**src/rtl/irqc_pkg.sv**
```systemverilog
package irqc_pkg;
  localparam int unsigned PIN_N  = 6;
  localparam int unsigned PEND_W = 4;

  // pin positions
  localparam int unsigned P_EXT  = 0;
  localparam int unsigned P_SMI  = 1;
  localparam int unsigned P_MCHK = 2;
  localparam int unsigned P_STOP = 3;
  localparam int unsigned P_HRST = 4;
  localparam int unsigned P_SRST = 5;

  // pending vector positions
  localparam int unsigned B_EXT  = 0;
  localparam int unsigned B_SMI  = 1;
  localparam int unsigned B_MCHK = 2;
  localparam int unsigned B_SRST = 3;
endpackage

```
**src/rtl/irqc_sync.sv**
```systemverilog
module irqc_sync #(
  parameter int unsigned WIDTH  = 6,
  parameter int unsigned STAGES = 2
) (
  input  logic             clk_i,
  input  logic             rst_ni,
  input  logic [WIDTH-1:0] d_i,
  output logic [WIDTH-1:0] q_o
);
  logic [WIDTH-1:0] chain_q [STAGES];

  always_ff @(posedge clk_i or negedge rst_ni) begin
    if (!rst_ni) begin
      for (int s = 0; s < STAGES; s++) chain_q[s] <= '0;
    end else begin
      chain_q[0] <= d_i;
      for (int s = 1; s < STAGES; s++) chain_q[s] <= chain_q[s-1];
    end
  end

  assign q_o = chain_q[STAGES-1];
endmodule

```
**src/rtl/irqc_track.sv**
```systemverilog
module irqc_track #(
  parameter int unsigned WIDTH = 6
) (
  input  logic             clk_i,
  input  logic             rst_ni,
  input  logic [WIDTH-1:0] lvl_i,
  output logic [WIDTH-1:0] chg_o,
  output logic [WIDTH-1:0] lvl_o
);
  logic [WIDTH-1:0] held_q;

  // held level follows the input only on the cycle a change is taken
  for (genvar i = 0; i < WIDTH; i++) begin : g_pin
    assign chg_o[i] = lvl_i[i] ^ held_q[i];
    always_ff @(posedge clk_i or negedge rst_ni) begin
      if (!rst_ni)       held_q[i] <= 1'b0;
      else if (chg_o[i]) held_q[i] <= lvl_i[i];
    end
  end

  assign lvl_o = lvl_i;
endmodule

```
**src/rtl/irqc_pend.sv**
```systemverilog
module irqc_pend #(
  parameter int unsigned WIDTH = 4
) (
  input  logic             clk_i,
  input  logic             rst_ni,
  input  logic [WIDTH-1:0] set_i,
  input  logic [WIDTH-1:0] drop_i,
  input  logic [WIDTH-1:0] ack_i,
  output logic [WIDTH-1:0] pend_o,
  output logic [WIDTH-1:0] pend_next_o
);
  logic [WIDTH-1:0] pend_q;

  // set has priority over both level-drop and acknowledge
  assign pend_next_o = (pend_q & ~(drop_i | ack_i)) | set_i;

  always_ff @(posedge clk_i or negedge rst_ni) begin
    if (!rst_ni) pend_q <= '0;
    else         pend_q <= pend_next_o;
  end

  assign pend_o = pend_q;

  for (genvar k = 0; k < WIDTH; k++) begin : g_chk
    a_r10_set_wins: assert property (@(posedge clk_i) disable iff (!rst_ni)
      set_i[k] |=> pend_q[k]);
    a_r9_ack_clears: assert property (@(posedge clk_i) disable iff (!rst_ni)
      (ack_i[k] && !set_i[k]) |=> !pend_q[k]);
  end
endmodule

```
**src/rtl/irq_input_cond.sv**
```systemverilog
module irq_input_cond
  import irqc_pkg::*;
#(
  parameter int unsigned SYNC_STAGES = 2
) (
  input  logic              clk_i,
  input  logic              rst_ni,
  input  logic [PIN_N-1:0]  pins_i,
  input  logic [PEND_W-1:0] ack_mask_i,
  output logic [PEND_W-1:0] pend_o,
  output logic              hard_irq_o,
  output logic              halt_o,
  output logic              core_rst_o
);
  logic [PIN_N-1:0]  sync_lvl, chg, lvl;
  logic [PIN_N-1:0]  rise, fall;
  logic [PEND_W-1:0] set_v, drop_v, pend_next;
  logic              irq_q, halt_q, crst_q;

  irqc_sync #(.WIDTH(PIN_N), .STAGES(SYNC_STAGES)) i_sync (
    .clk_i(clk_i), .rst_ni(rst_ni), .d_i(pins_i), .q_o(sync_lvl));

  irqc_track #(.WIDTH(PIN_N)) i_track (
    .clk_i(clk_i), .rst_ni(rst_ni), .lvl_i(sync_lvl), .chg_o(chg), .lvl_o(lvl));

  assign rise = chg & lvl;
  assign fall = chg & ~lvl;

  always_comb begin
    set_v          = '0;
    drop_v         = '0;
    set_v[B_EXT]   = rise[P_EXT];
    drop_v[B_EXT]  = fall[P_EXT];
    set_v[B_SMI]   = rise[P_SMI];
    drop_v[B_SMI]  = fall[P_SMI];
    set_v[B_MCHK]  = fall[P_MCHK];
    set_v[B_SRST]  = rise[P_SRST];
    drop_v[B_SRST] = fall[P_SRST];
  end

  irqc_pend #(.WIDTH(PEND_W)) i_pend (
    .clk_i(clk_i), .rst_ni(rst_ni), .set_i(set_v), .drop_i(drop_v),
    .ack_i(ack_mask_i), .pend_o(pend_o), .pend_next_o(pend_next));

  always_ff @(posedge clk_i or negedge rst_ni) begin
    if (!rst_ni) begin
      irq_q  <= 1'b0;
      halt_q <= 1'b0;
      crst_q <= 1'b0;
    end else begin
      irq_q  <= |pend_next;
      crst_q <= rise[P_HRST];
      if (rise[P_STOP])      halt_q <= 1'b1;
      else if (fall[P_STOP]) halt_q <= 1'b0;
    end
  end

  assign hard_irq_o = irq_q;
  assign halt_o     = halt_q;
  assign core_rst_o = crst_q;

  a_r8_irq_matches_pend: assert property (@(posedge clk_i) disable iff (!rst_ni)
    hard_irq_o == (|pend_o));
  a_r6_single_pulse: assert property (@(posedge clk_i) disable iff (!rst_ni)
    core_rst_o |=> !core_rst_o);
  a_r5_halt_from_stop: assert property (@(posedge clk_i) disable iff (!rst_ni)
    !$stable(halt_o) |-> $past(chg[P_STOP]));
  a_r4_mchk_falling_only: assert property (@(posedge clk_i) disable iff (!rst_ni)
    $rose(pend_o[B_MCHK]) |-> $past(fall[P_MCHK]));
endmodule

```
**config.mk**
```make
export PLATFORM = sky130hd
export DESIGN_NAME = irq_input_cond
export DESIGN_NICKNAME = d
export VERILOG_FILES = /design/src/rtl/irqc_pkg.sv /design/src/rtl/irqc_sync.sv /design/src/rtl/irqc_track.sv /design/src/rtl/irqc_pend.sv /design/src/rtl/irq_input_cond.sv
export SDC_FILE = /design/constraint.sdc
export NUM_CORES = 1
export LEC_CHECK = 0
export ABC_AREA = 0
export CAP_MARGIN = 25
export CORE_MARGIN = 2
export CORE_UTILIZATION = 48
export DETAILED_ROUTE_END_ITERATION = 12
export PLACE_DENSITY = 0.73
export SLEW_MARGIN = 40
export SYNTH_ARGS = -nofsm -noshare
export SYNTH_HDL_FRONTEND = slang
export SYNTH_HIERARCHICAL = 1
export SYNTH_SLANG_ARGS = --single-unit
```
**constraint.sdc**
```tcl
create_clock -name clk_i -period 2.37 [get_ports clk_i]
set_clock_uncertainty 0.1 [all_clocks]
set_input_delay 0.5925 -clock clk_i [delete_from_list [all_inputs] [get_ports clk_i]]
set_output_delay 0.5925 -clock clk_i [all_outputs]
set_load 0.05 [all_outputs]
```
==> impl_results.html, run 1 <==
<table>
<tr><th>Metric</th><th>Value</th></tr>
<tr><th colspan="2">Pwr</th></tr>
<tr><td>Sequential cell fraction of total power</td><td>0.593</td></tr>
<tr><td>Fraction of power spent switching nets</td><td>0.270</td></tr>
<tr><td>Int Pwr</td><td>0.578 mW</td></tr>
<tr><td>Combinational group share of total power</td><td>0.171</td></tr>
<tr><td>Power Density</td><td>758 nW/um^2</td></tr>
<tr><td>Total Power Consumption</td><td>0.792 mW</td></tr>
<tr><td>P_leak</td><td>0.478 nW</td></tr>
<tr><td>Part of the power in the clock network</td><td>0.236</td></tr>
<tr><td>Reported net switching power</td><td>0.213 mW</td></tr>
<tr><td>Peak VDD IR</td><td>0.396 mV</td></tr>
<tr><th colspan="2">STA</th></tr>
<tr><td>Fin. Hold Viols</td><td>0</td></tr>
<tr><td>Final Setup Violations</td><td>0</td></tr>
<tr><td>RSZ-0062 raised after global routing</td><td>false</td></tr>
<tr><td>Post-route clock period utilization</td><td>0.916</td></tr>
<tr><td>Slew of the pin with the lowest slew margin</td><td>0.496 ns</td></tr>
<tr><td>Fmax</td><td>0.461 GHz</td></tr>
<tr><td>Total count of max-transition violations in the final report</td><td>0</td></tr>
<tr><td>Max-Slew Margin vs Limit</td><td>0.668</td></tr>
<tr><td>Post-route minimum period</td><td>2.17 ns</td></tr>
<tr><td>TNS Setup</td><td>0 ns</td></tr>
<tr><th colspan="2">Cells and area</th></tr>
<tr><td>Number of filler cells placed in the layout</td><td>150</td></tr>
<tr><td>Post-synthesis to final-layout area growth</td><td>15.0%</td></tr>
<tr><td>Commonest non-fill, non-tap cell in the layout</td><td>sky130_fd_sc_hd__dfrtp_1</td></tr>
<tr><td>Antenna diode count</td><td>0</td></tr>
<tr><td>Share of cells above drive strength 1</td><td>0.0822</td></tr>
<tr><td>Commonest cells after routing, fill and taps aside</td><td>sky130_fd_sc_hd__dfrtp_1 (25), sky130_fd_sc_hd__clkdlybuf4s50_1 (18), sky130_fd_sc_hd__xor2_1 (6)</td></tr>
<tr><td>Count of nets after finishing</td><td>86</td></tr>
<tr><th colspan="2">Worst setup path</th></tr>
<tr><td>Crit path largest cell delay</td><td>0.80 ns</td></tr>
<tr><td>Largest fanout on the critical path</td><td>2</td></tr>
<tr><td>Critical path cell sequence</td><td>clkdlybuf4s50_1</td></tr>
<tr><td>Crit Path Class</td><td>reg -&gt; out</td></tr>
<tr><td>CP endpoint kind</td><td>output pin</td></tr>
<tr><td>Critical path startpoint category</td><td>register</td></tr>
<tr><td>Critical path buffers and inverters</td><td>1</td></tr>
<tr><td>Setup slack of the worst register-to-register path</td><td>0.66 ns</td></tr>
<tr><td>Arrival time of the worst setup path</td><td>1.48 ns</td></tr>
<tr><td>Slowest library cell on the worst path</td><td>sky130_fd_sc_hd__clkdlybuf4s50_1</td></tr>
<tr><td>Cell type group with the largest total delay on the critical path</td><td>buffers and inverters</td></tr>
<tr><td>Required time of the critical path</td><td>1.68 ns</td></tr>
<tr><th colspan="2">Global route</th></tr>
<tr><td>Vias in the first global route</td><td>376</td></tr>
<tr><td>Global-route congestion overflow total</td><td>0</td></tr>
<tr><td>Number of antenna violations at the first check in global routing</td><td>0</td></tr>
<tr><td>Total routing usage reported by global routing</td><td>0.0984</td></tr>
<tr><td>First-pass GRT wire length</td><td>1490 microns</td></tr>
<tr><td>Largest net degree at the start of global routing</td><td>26</td></tr>
<tr><th colspan="2">Routing</th></tr>
<tr><td>Initial drt markers</td><td>2</td></tr>
<tr><td>Final WL</td><td>969 microns</td></tr>
<tr><td>Remaining number of nets flagged by the antenna check after routing</td><td>0</td></tr>
<tr><td>DRT Pass-1 Iters</td><td>2</td></tr>
<tr><td>Post-DR vias/cell</td><td>4.34</td></tr>
<tr><td>DRC violations left</td><td>0</td></tr>
<tr><td>Number of vias after detailed routing</td><td>425</td></tr>
<tr><td>Post-detailed-route wirelength per cell</td><td>9.89 microns</td></tr>
<tr><th colspan="2">Synthesis</th></tr>
<tr><td>Cell Area, Synth</td><td>908 sq um</td></tr>
<tr><td>Synthesized area per cell</td><td>13.4 sq um</td></tr>
<tr><td>Gate count after technology mapping</td><td>68</td></tr>
<tr><td>Post-synthesis cell type count</td><td>11</td></tr>
<tr><td>Warnings from Yosys</td><td>6</td></tr>
<tr><td>Portion of the post-synthesis area used by sequential elements</td><td>0.689</td></tr>
<tr><td>Syn Nets</td><td>80</td></tr>
<tr><td>#FFs+latches synth</td><td>25</td></tr>
<tr><th colspan="2">Die</th></tr>
<tr><td>Number of top-level pins</td><td>19</td></tr>
<tr><td>Number of standard-cell rows in the floorplan</td><td>15</td></tr>
<tr><td>Die area</td><td>2260 sq um</td></tr>
<tr><td>Horizontal die dimension</td><td>47.5 microns</td></tr>
<tr><td>Die Span Y</td><td>47.5 microns</td></tr>
<tr><td>Starting Density</td><td>0.520</td></tr>
<tr><td>Placeable core area</td><td>1750 sq um</td></tr>
<tr><th colspan="2">Clock tree</th></tr>
<tr><td>Clock Tree Buf Depth</td><td>2</td></tr>
<tr><td>Clock buffer count from CTS</td><td>3</td></tr>
<tr><td>Clk root buf</td><td>sky130_fd_sc_hd__clkbuf_4</td></tr>
<tr><td>CTS H-tree depth</td><td>1</td></tr>
<tr><td>PostCTS Resize Cnt</td><td>0</td></tr>
<tr><td>Sinks on the clock net</td><td>25</td></tr>
<tr><td>Post-CTS Setup Repair Bufs</td><td>0</td></tr>
<tr><td>Clock Pin Slew Worst Setup and Hold Paths</td><td>0.14 ns</td></tr>
<tr><td>CTS tree</td><td>built</td></tr>
<tr><td>Source-to-sink clock delay at the later pin of the worst-skew pair</td><td>0.31 ns</td></tr>
<tr><td>Hold-fix buffers, CTS</td><td>0</td></tr>
<tr><th colspan="2">Job</th></tr>
<tr><td>Number of maximum-capacitance violations</td><td>0</td></tr>
<tr><th colspan="2">Place</th></tr>
<tr><td>Last weighted congestion value of the routability-driven placer</td><td>0.645</td></tr>
<tr><td>Total half-perimeter wirelength after legalization and detailed placement</td><td>730 microns</td></tr>
<tr><td>IO Port Bufs</td><td>18</td></tr>
<tr><th colspan="2">Run status</th></tr>
<tr><td>Status</td><td>completed</td></tr>
<tr><th colspan="2">Hold path</th></tr>
<tr><td>Worst Hold Class</td><td>reg -&gt; reg</td></tr>
</table>
-- registers in the layout, indices dropped and copies added, names as in the netlist --
register and flops:
core_rst_o 1, halt_o 1, hard_irq_o 1, i_sync/q_o 6
i_track/held_q 6, i_sync/chain_q 6, i_pend/pend_o 4
-- synth_stat cells --
cell / number / area (sq um)
sky130_fd_sc_hd__nor2b_1: 4 / 25.0
sky130_fd_sc_hd__xor2_1: 6 / 52.6
sky130_fd_sc_hd__and2_1: 4 / 25.0
sky130_fd_sc_hd__buf_4: 12 / 90.1
sky130_fd_sc_hd__a21o_1: 4 / 30.0
sky130_fd_sc_hd__clkbuf_1: 6 / 22.5
sky130_fd_sc_hd__conb_1: 1 / 3.75
sky130_fd_sc_hd__dfrtp_1: 25 / 626
sky130_fd_sc_hd__mux2_2: 1 / 11.3
sky130_fd_sc_hd__nor2_1: 4 / 15.0
sky130_fd_sc_hd__or4_1: 1 / 7.51
-- cell type report --
type	count	area (sq um)	share of cell area
Sequential cell	25	626	0.599
Timing Repair Buffer	19	188	0.180
Multi-Input combinational cell	25	170	0.163
Tap cell	25	31.3	0.0299
Clock buffer	3	22.5	0.0216
Clock inverter	1	7.51	0.00719
-- layer usage --
layer	track usage	share of wire
met4	0.0667	0.010
met2	0.143	0.49
met3	0.0226	0.047
met5	0	0
met1	0.131	0.45
-- through the flow --
step	setup WS, ns	cells	utilization	area [sq um]	hold WS, ns
final	0.200	98	0.599	1040	0.265
after detailed placement	0.355	94	0.581	1010	0.238
after global placement	0.374	94	0.581	1010	0.232
after global routing	0.147	98	0.599	1040	0.274
after CTS	0.185	98	0.599	1040	0.269
after floorplan	0.703	68	-	908	0.197
-- power by group through the flow --
stage	clock network, mW	logic, mW	registers, mW
2_1_floorplan	0	0.0471	0.524
3_3_place_gp	0	0.135	0.477
3_5_place_dp	0	0.138	0.479
4_1_cts	0.193	0.138	0.471
5_1_grt	0.208	0.144	0.474
6_report	0.187	0.135	0.470
-- cells by family after synthesis --
family,after synthesis,synth area share
buf+inv,18,0.124
mux,1,0.0124
other cells,1,0.00413
xor+xnor,6,0.0579
simple gates,13,0.0799
compound gates,4,0.0331
flops,25,0.689
-- final timing paths --
path | from | endpoint | cells past startpoint
max | i_pend/pend_o[0] | pend_o[0] | 1
min | i_sync/chain_q[9] | i_sync/q_o[3] | 0
max reg2reg | i_sync/q_o[1] | hard_irq_o | 5
min reg2reg | i_sync/chain_q[9] | i_sync/q_o[3] | 0
max in group asynchronous | rst_ni | hard_irq_o | 2
min in group asynchronous | rst_ni | i_track/held_q[5] | 2
No activity file was read; power rests on OpenSTA's default activity.
==> run 2, diff against run 1 <==
--- a/config.mk
+++ b/config.mk
@@ -10,5 +10,6 @@
 export CORE_MARGIN = 2
-export CORE_UTILIZATION = 48
+export CORE_UTILIZATION = 42
+export CTS_BUF_LIST = sky130_fd_sc_hd__clkbuf_8
 export DETAILED_ROUTE_END_ITERATION = 12
-export PLACE_DENSITY = 0.73
+export PLACE_DENSITY = 0.65
 export SLEW_MARGIN = 40
--- a/constraint.sdc
+++ b/constraint.sdc
@@ -4,2 +4,2 @@
 set_output_delay 0.5925 -clock clk_i [all_outputs]
-set_load 0.05 [all_outputs]
+set_load 0.1 [all_outputs]
==> impl_results.html, run 2 (same netlist as run 1, synthesis figures left out) <==
<table>
<tr><th>Metric</th><th>Value</th></tr>
<tr><th colspan="2">Cells and area</th></tr>
<tr><td>Number of filler cells placed in the layout</td><td>174</td></tr>
<tr><td>Share of cells above drive strength 1</td><td>0.178</td></tr>
<tr><td>Combined area of the multi-input logic cells</td><td>170 sq um</td></tr>
<tr><td>Commonest non-fill, non-tap cell in the layout</td><td>sky130_fd_sc_hd__dfrtp_1</td></tr>
<tr><td>Post-synthesis to final-layout area growth</td><td>15.2%</td></tr>
<tr><td>Antenna diode count</td><td>0</td></tr>
<tr><td>Count of nets after finishing</td><td>86</td></tr>
<tr><td>Seq. cell area</td><td>626 sq um</td></tr>
<tr><td>Commonest cells after routing, fill and taps aside</td><td>sky130_fd_sc_hd__dfrtp_1 (25), sky130_fd_sc_hd__clkdlybuf4s50_1 (11), sky130_fd_sc_hd__buf_4 (8)</td></tr>
<tr><td>Final standard cell area without fillers</td><td>1050 sq um</td></tr>
<tr><th colspan="2">Routing</th></tr>
<tr><td>Number of vias after detailed routing</td><td>414</td></tr>
<tr><td>Met1 WL</td><td>417 microns</td></tr>
<tr><td>DRC violations left</td><td>0</td></tr>
<tr><td>Detailed route wirelength on metal3</td><td>80 microns</td></tr>
<tr><td>Remaining number of nets flagged by the antenna check after routing</td><td>0</td></tr>
<tr><td>Post-DR vias/cell</td><td>4.14</td></tr>
<tr><td>WL met2</td><td>437 microns</td></tr>
<tr><td>Uppermost routed layer</td><td>met4</td></tr>
<tr><td>Post-detailed-route wirelength per cell</td><td>9.47 microns</td></tr>
<tr><td>Initial drt markers</td><td>0</td></tr>
<tr><td>Final WL</td><td>947 microns</td></tr>
<tr><td>DRT Pass-1 Iters</td><td>1</td></tr>
<tr><th colspan="2">Worst setup path</th></tr>
<tr><td>RR Endpoint</td><td>hard_irq_o</td></tr>
<tr><td>Number of cells on the worst reg-to-reg path</td><td>5</td></tr>
<tr><td>Critical path startpoint category</td><td>input port</td></tr>
<tr><td>Required time of the critical path</td><td>2.41 ns</td></tr>
<tr><td>Crit Path Class</td><td>in -&gt; reg</td></tr>
<tr><td>Critical register-to-register path startpoint</td><td>i_sync/q_o[1]</td></tr>
<tr><td>Cell type group with the largest total delay on the critical path</td><td>simple AND/OR/NAND/NOR gates</td></tr>
<tr><td>Critical path buffers and inverters</td><td>1</td></tr>
<tr><td>Largest fanout on the critical path</td><td>2</td></tr>
<tr><td>Crit path largest cell delay</td><td>0.51 ns</td></tr>
<tr><td>Setup slack of the worst register-to-register path</td><td>0.67 ns</td></tr>
<tr><td>CP endpoint kind</td><td>register</td></tr>
<tr><td>Slowest library cell on the worst path</td><td>sky130_fd_sc_hd__or4_1</td></tr>
<tr><td>Arrival time of the worst setup path</td><td>1.79 ns</td></tr>
<tr><td>Critical path cell sequence</td><td>clkdlybuf4s50_1 -&gt; nor2_1 -&gt; a21o_1 -&gt; or4_1</td></tr>
<tr><th colspan="2">STA</th></tr>
<tr><td>Total count of max-transition violations in the final report</td><td>0</td></tr>
<tr><td>RSZ-0062 raised after global routing</td><td>false</td></tr>
<tr><td>Fmax</td><td>0.571 GHz</td></tr>
<tr><td>Worst setup slack after layout</td><td>0.618 ns</td></tr>
<tr><td>Post-route clock period utilization</td><td>0.739</td></tr>
<tr><td>Smallest hold slack</td><td>0.252 ns</td></tr>
<tr><td>Fin. Hold Viols</td><td>0</td></tr>
<tr><td>Post-route minimum period</td><td>1.75 ns</td></tr>
<tr><td>TNS Setup</td><td>0 ns</td></tr>
<tr><td>Final Setup Violations</td><td>0</td></tr>
<tr><th colspan="2">Hold path</th></tr>
<tr><td>Worst Min Path Start</td><td>i_sync/chain_q[8]</td></tr>
<tr><td>Worst Hold Endpoint</td><td>i_sync/q_o[2]</td></tr>
<tr><td>Hold Path Stages</td><td>0</td></tr>
<tr><td>Worst Hold Class</td><td>reg -&gt; reg</td></tr>
<tr><th colspan="2">Die</th></tr>
<tr><td>Horizontal die dimension</td><td>50.5 microns</td></tr>
<tr><td>Placeable core area</td><td>2000 sq um</td></tr>
<tr><td>Die Span Y</td><td>50.5 microns</td></tr>
<tr><td>Die area</td><td>2550 sq um</td></tr>
<tr><td>Starting Density</td><td>0.454</td></tr>
<tr><td>Number of standard-cell rows in the floorplan</td><td>16</td></tr>
<tr><td>Number of top-level pins</td><td>19</td></tr>
<tr><th colspan="2">Clock tree</th></tr>
<tr><td>Sinks on the clock net</td><td>25</td></tr>
<tr><td>Clock Pin Slew Worst Setup and Hold Paths</td><td>0.08 ns</td></tr>
<tr><td>CTS H-tree depth</td><td>1</td></tr>
<tr><td>PostCTS Resize Cnt</td><td>0</td></tr>
<tr><td>Source-to-sink clock delay at the later pin of the worst-skew pair</td><td>0.26 ns</td></tr>
<tr><td>Hold-fix buffers, CTS</td><td>0</td></tr>
<tr><td>Clk root buf</td><td>sky130_fd_sc_hd__clkbuf_8</td></tr>
<tr><td>Clock buffer count from CTS</td><td>3</td></tr>
<tr><td>Post-CTS Setup Repair Bufs</td><td>0</td></tr>
<tr><td>CTS tree</td><td>built</td></tr>
<tr><td>Clock Tree Buf Depth</td><td>2</td></tr>
<tr><th colspan="2">Place</th></tr>
<tr><td>Setup slack at placement</td><td>0.354 ns</td></tr>
<tr><td>Total half-perimeter wirelength after legalization and detailed placement</td><td>651 microns</td></tr>
<tr><td>Post-detailed-placement cell area</td><td>1000 sq um</td></tr>
<tr><td>IO Port Bufs</td><td>18</td></tr>
<tr><td>Last weighted congestion value of the routability-driven placer</td><td>0.641</td></tr>
<tr><th colspan="2">Job</th></tr>
<tr><td>Number of maximum-capacitance violations</td><td>0</td></tr>
<tr><th colspan="2">Global route</th></tr>
<tr><td>Total routing usage reported by global routing</td><td>0.0925</td></tr>
<tr><td>Vias in the first global route</td><td>406</td></tr>
<tr><td>Largest net degree at the start of global routing</td><td>26</td></tr>
<tr><td>First-pass GRT wire length</td><td>1700 microns</td></tr>
<tr><td>Number of antenna violations at the first check in global routing</td><td>0</td></tr>
<tr><td>Global-route congestion overflow total</td><td>0</td></tr>
<tr><th colspan="2">Pwr</th></tr>
<tr><td>Peak VDD IR</td><td>0.583 mV</td></tr>
<tr><td>P_leak</td><td>0.497 nW</td></tr>
<tr><td>Total Power Consumption</td><td>0.891 mW</td></tr>
<tr><td>Power Density</td><td>852 nW/um^2</td></tr>
<tr><th colspan="2">Run status</th></tr>
<tr><td>Status</td><td>completed</td></tr>
</table>
[run 2: cell types whose count changed in the layout (fill, tap and decap cells not counted)]
cell	previous run	this run
sky130_fd_sc_hd__buf_4	1	8
sky130_fd_sc_hd__clkbuf_4	3	0
sky130_fd_sc_hd__clkbuf_8	0	3
sky130_fd_sc_hd__clkdlybuf4s50_1	18	11
sky130_fd_sc_hd__clkinv_2	0	1
sky130_fd_sc_hd__clkinvlp_4	1	0
[run 2: worst max path at each step]
| stage | startpoint | end | slack (ns) | cells past startpoint |
|---|---|---|---|---|
| floorplan | i_pend/pend_o[1] | hard_irq_o | 0.63 | 2 |
| global placement | ack_mask_i[0] | hard_irq_o | 0.37 | 4 |
| detailed placement | ack_mask_i[0] | hard_irq_o | 0.35 | 4 |
| CTS | ack_mask_i[1] | hard_irq_o | 0.62 | 4 |
| global route | i_sync/q_o[1] | hard_irq_o | 0.51 | 5 |
| finish | ack_mask_i[1] | hard_irq_o | 0.62 | 4 |
[run 2: layout make-up]
cell class                 instances  area share
clock buffer                       3      0.0395
clock inverter                     1     0.00478
multi-input combinational         25       0.163
sequential                        25       0.598
tap                               27      0.0323
timing repair buffer              19       0.163
[run 2: metal layers]
layer  track usage  up-vias
li1              -      203
met1         0.112      192
met2         0.147       17
met3        0.0446        2
met4        0.0270        0
met5             0        -
[run 2: stage by stage]
step,util,instances
3_3_place_gp,0.499,96
4_1_cts,0.523,100
5_1_grt,0.523,100
2_1_floorplan,-,68
3_5_place_dp,0.499,96
6_report,0.523,100
[run 2: worst register-to-register path: cells and delay by family, from the launching register on]
family / cells / cell delay (ns)
AND/OR/NAND/NOR: 3 / 0.72
XOR/XNOR: 1 / 0.16
AO/OA/AOI/OAI: 1 / 0.18
flip-flops: 1 / 0.42
[run 2: power breakdown]
group / internal, mW / total [mW] / switching, mW / leakage (nW)
Sequential: 0.456 / 0.470 / 0.0147 / 0.294
Clock: 0.117 / 0.235 / 0.118 / 0.0255
Combinational: 0.0532 / 0.186 / 0.132 / 0.177
==> run 3, diff against run 2 <==
clock period = 1.7 ns   (was 2.37 ns; I/O delays follow)
==> impl_results.html, run 3 (same netlist as run 1, synthesis figures left out) <==
<table>
<tr><th>Metric</th><th>Value</th></tr>
<tr><th colspan="2">Run status</th></tr>
<tr><td>Status</td><td>completed</td></tr>
<tr><th colspan="2">Clock tree</th></tr>
<tr><td>CTS H-tree depth</td><td>1</td></tr>
<tr><td>Clk root buf</td><td>sky130_fd_sc_hd__clkbuf_8</td></tr>
<tr><td>Clock Pin Slew Worst Setup and Hold Paths</td><td>0.08 ns</td></tr>
<tr><td>Source-to-sink clock delay at the later pin of the worst-skew pair</td><td>0.26 ns</td></tr>
<tr><td>Sinks on the clock net</td><td>25</td></tr>
<tr><td>Clock buffer count from CTS</td><td>3</td></tr>
<tr><td>Hold-fix buffers, CTS</td><td>0</td></tr>
<tr><td>CTS tree</td><td>built</td></tr>
<tr><td>Clock Tree Buf Depth</td><td>2</td></tr>
<tr><th colspan="2">Place</th></tr>
<tr><td>IO Port Bufs</td><td>18</td></tr>
<tr><td>Last weighted congestion value of the routability-driven placer</td><td>0.614</td></tr>
<tr><td>Placed insts</td><td>96</td></tr>
<tr><td>Setup slack at placement</td><td>-0.142 ns</td></tr>
<tr><th colspan="2">Cells and area</th></tr>
<tr><td>Antenna diode count</td><td>0</td></tr>
<tr><td>Combined area of the multi-input logic cells</td><td>173 sq um</td></tr>
<tr><td>Seq. cell area</td><td>628 sq um</td></tr>
<tr><td>Share of cells above drive strength 1</td><td>0.230</td></tr>
<tr><td>Commonest cells after routing, fill and taps aside</td><td>sky130_fd_sc_hd__dfrtp_1 (23), sky130_fd_sc_hd__clkdlybuf4s50_1 (11), sky130_fd_sc_hd__buf_12 (7)</td></tr>
<tr><td>Commonest non-fill, non-tap cell in the layout</td><td>sky130_fd_sc_hd__dfrtp_1</td></tr>
<tr><td>Non-filler instance count after layout</td><td>101</td></tr>
<tr><td>Number of filler cells placed in the layout</td><td>168</td></tr>
<tr><td>Count of nets after finishing</td><td>87</td></tr>
<tr><td>Post-synthesis to final-layout area growth</td><td>26.2%</td></tr>
<tr><th colspan="2">Worst setup path</th></tr>
<tr><td>Number of cells on the worst reg-to-reg path</td><td>5</td></tr>
<tr><td>CP endpoint kind</td><td>register</td></tr>
<tr><td>Largest fanout on the critical path</td><td>4</td></tr>
<tr><td>Cell type group with the largest total delay on the critical path</td><td>simple AND/OR/NAND/NOR gates</td></tr>
<tr><td>Crit Path Class</td><td>reg -&gt; reg</td></tr>
<tr><td>Required time of the critical path</td><td>1.74 ns</td></tr>
<tr><td>Setup slack of the worst register-to-register path</td><td>0.06 ns</td></tr>
<tr><td>Critical path cell sequence</td><td>xor2_1 -&gt; nor2b_1 -&gt; nor2_1 -&gt; a21o_1 -&gt; or4_1</td></tr>
<tr><td>Arrival time of the worst setup path</td><td>1.68 ns</td></tr>
<tr><td>RR Endpoint</td><td>hard_irq_o</td></tr>
<tr><td>Critical register-to-register path startpoint</td><td>i_sync/q_o[1]</td></tr>
<tr><td>Critical path startpoint category</td><td>register</td></tr>
<tr><td>Critical path buffers and inverters</td><td>0</td></tr>
<tr><td>Crit path largest cell delay</td><td>0.50 ns</td></tr>
<tr><td>Slowest library cell on the worst path</td><td>sky130_fd_sc_hd__or4_1</td></tr>
<tr><th colspan="2">Pwr</th></tr>
<tr><td>Power Density</td><td>1140 nW/um^2</td></tr>
<tr><td>Peak VDD IR</td><td>0.687 mV</td></tr>
<tr><td>P_leak</td><td>0.530 nW</td></tr>
<tr><th colspan="2">Global route</th></tr>
<tr><td>Largest net degree at the start of global routing</td><td>26</td></tr>
<tr><td>Global-route congestion overflow total</td><td>0</td></tr>
<tr><td>Number of antenna violations at the first check in global routing</td><td>0</td></tr>
<tr><td>Vias in the first global route</td><td>424</td></tr>
<tr><td>First-pass GRT wire length</td><td>1860 microns</td></tr>
<tr><td>Total routing usage reported by global routing</td><td>0.101</td></tr>
<tr><th colspan="2">STA</th></tr>
<tr><td>Smallest hold slack</td><td>0.255 ns</td></tr>
<tr><td>Fin. Hold Viols</td><td>0</td></tr>
<tr><td>Post-route clock period utilization</td><td>0.966</td></tr>
<tr><td>Post-route minimum period</td><td>1.64 ns</td></tr>
<tr><td>Worst setup slack after layout</td><td>0.0573 ns</td></tr>
<tr><td>Total count of max-transition violations in the final report</td><td>0</td></tr>
<tr><td>TNS Setup</td><td>0 ns</td></tr>
<tr><td>Final Setup Violations</td><td>0</td></tr>
<tr><td>RSZ-0062 raised after global routing</td><td>true</td></tr>
<tr><td>Fmax</td><td>0.609 GHz</td></tr>
<tr><th colspan="2">Die</th></tr>
<tr><td>Starting Density</td><td>0.454</td></tr>
<tr><td>Placeable core area</td><td>2000 sq um</td></tr>
<tr><td>Die area</td><td>2550 sq um</td></tr>
<tr><td>Horizontal die dimension</td><td>50.5 microns</td></tr>
<tr><td>Number of standard-cell rows in the floorplan</td><td>16</td></tr>
<tr><td>Number of top-level pins</td><td>19</td></tr>
<tr><td>Die Span Y</td><td>50.5 microns</td></tr>
<tr><th colspan="2">Hold path</th></tr>
<tr><td>Worst Min Path Start</td><td>i_sync/chain_q[8]</td></tr>
<tr><td>Worst Hold Endpoint</td><td>i_sync/q_o[2]</td></tr>
<tr><td>Hold Path Stages</td><td>0</td></tr>
<tr><td>Worst Hold Class</td><td>reg -&gt; reg</td></tr>
<tr><th colspan="2">Routing</th></tr>
<tr><td>Initial drt markers</td><td>3</td></tr>
<tr><td>DRC violations left</td><td>0</td></tr>
<tr><td>Number of vias after detailed routing</td><td>419</td></tr>
<tr><td>DRT Pass-1 Iters</td><td>3</td></tr>
<tr><td>Final WL</td><td>1010 microns</td></tr>
<tr><td>Post-DR vias/cell</td><td>4.15</td></tr>
<tr><td>Remaining number of nets flagged by the antenna check after routing</td><td>0</td></tr>
<tr><td>Post-detailed-route wirelength per cell</td><td>10.0 microns</td></tr>
<tr><th colspan="2">Job</th></tr>
<tr><td>Number of maximum-capacitance violations</td><td>0</td></tr>
</table>
run 3: cell types whose count changed in the layout (fill, tap and decap cells not counted), sizes merged:
cell	delta
buf	+1
run 3: area by class of cell:
class	instances	share of cell area
clock buffers	3	0.0360
clock inverters	1	0.00437
multi-input cells	25	0.151
flip-flops and latches	25	0.548
well taps	27	0.0295
repair buffers	20	0.231
run 3: how the worst max path moves through the flow:
stage	slack (ns)	end	depth (start not counted)	start
6_report	0.06	hard_irq_o	5	i_sync/q_o[1]
5_1_grt	-0.1	hard_irq_o	5	i_sync/q_o[1]
4_1_cts	0.009	hard_irq_o	5	i_sync/q_o[0]
3_5_place_dp	-0.14	hard_irq_o	4	ack_mask_i[0]
3_3_place_gp	-0.14	hard_irq_o	4	ack_mask_i[1]
2_1_floorplan	0.007	hard_irq_o	2	i_pend/pend_o[3]
run 3: layer usage:
layer / track usage / wire length, microns / vias up
li1: - / - / 206
met3: 0.0387 / 80 / 0
met5: 0 / 0 / -
met1: 0.133 / 444 / 198
met4: 0.0541 / 0 / 0
met2: 0.145 / 488 / 15
run 3: power breakdown:
part           internal [mW]  switching [mW]
sequential             0.637          0.0313
clock                  0.163           0.164
combinational          0.126           0.184
run 3: metrics by stage:
step	power, mW	cell area, sq um	utilization
floorplan	0.873	911	-
global placement	0.987	1090	0.544
detailed placement	0.992	1090	0.544
CTS	1.33	1140	0.568
global route	1.37	1150	0.573
finish	1.31	1150	0.573
run 3: timing repair:
action / in CTS / in global routing
gates resized for setup: 0 / 1
buffers inserted: 0 / 1
setup endpoints to repair: 0 / 1
endpoints found under the hold margin: 0 / 0
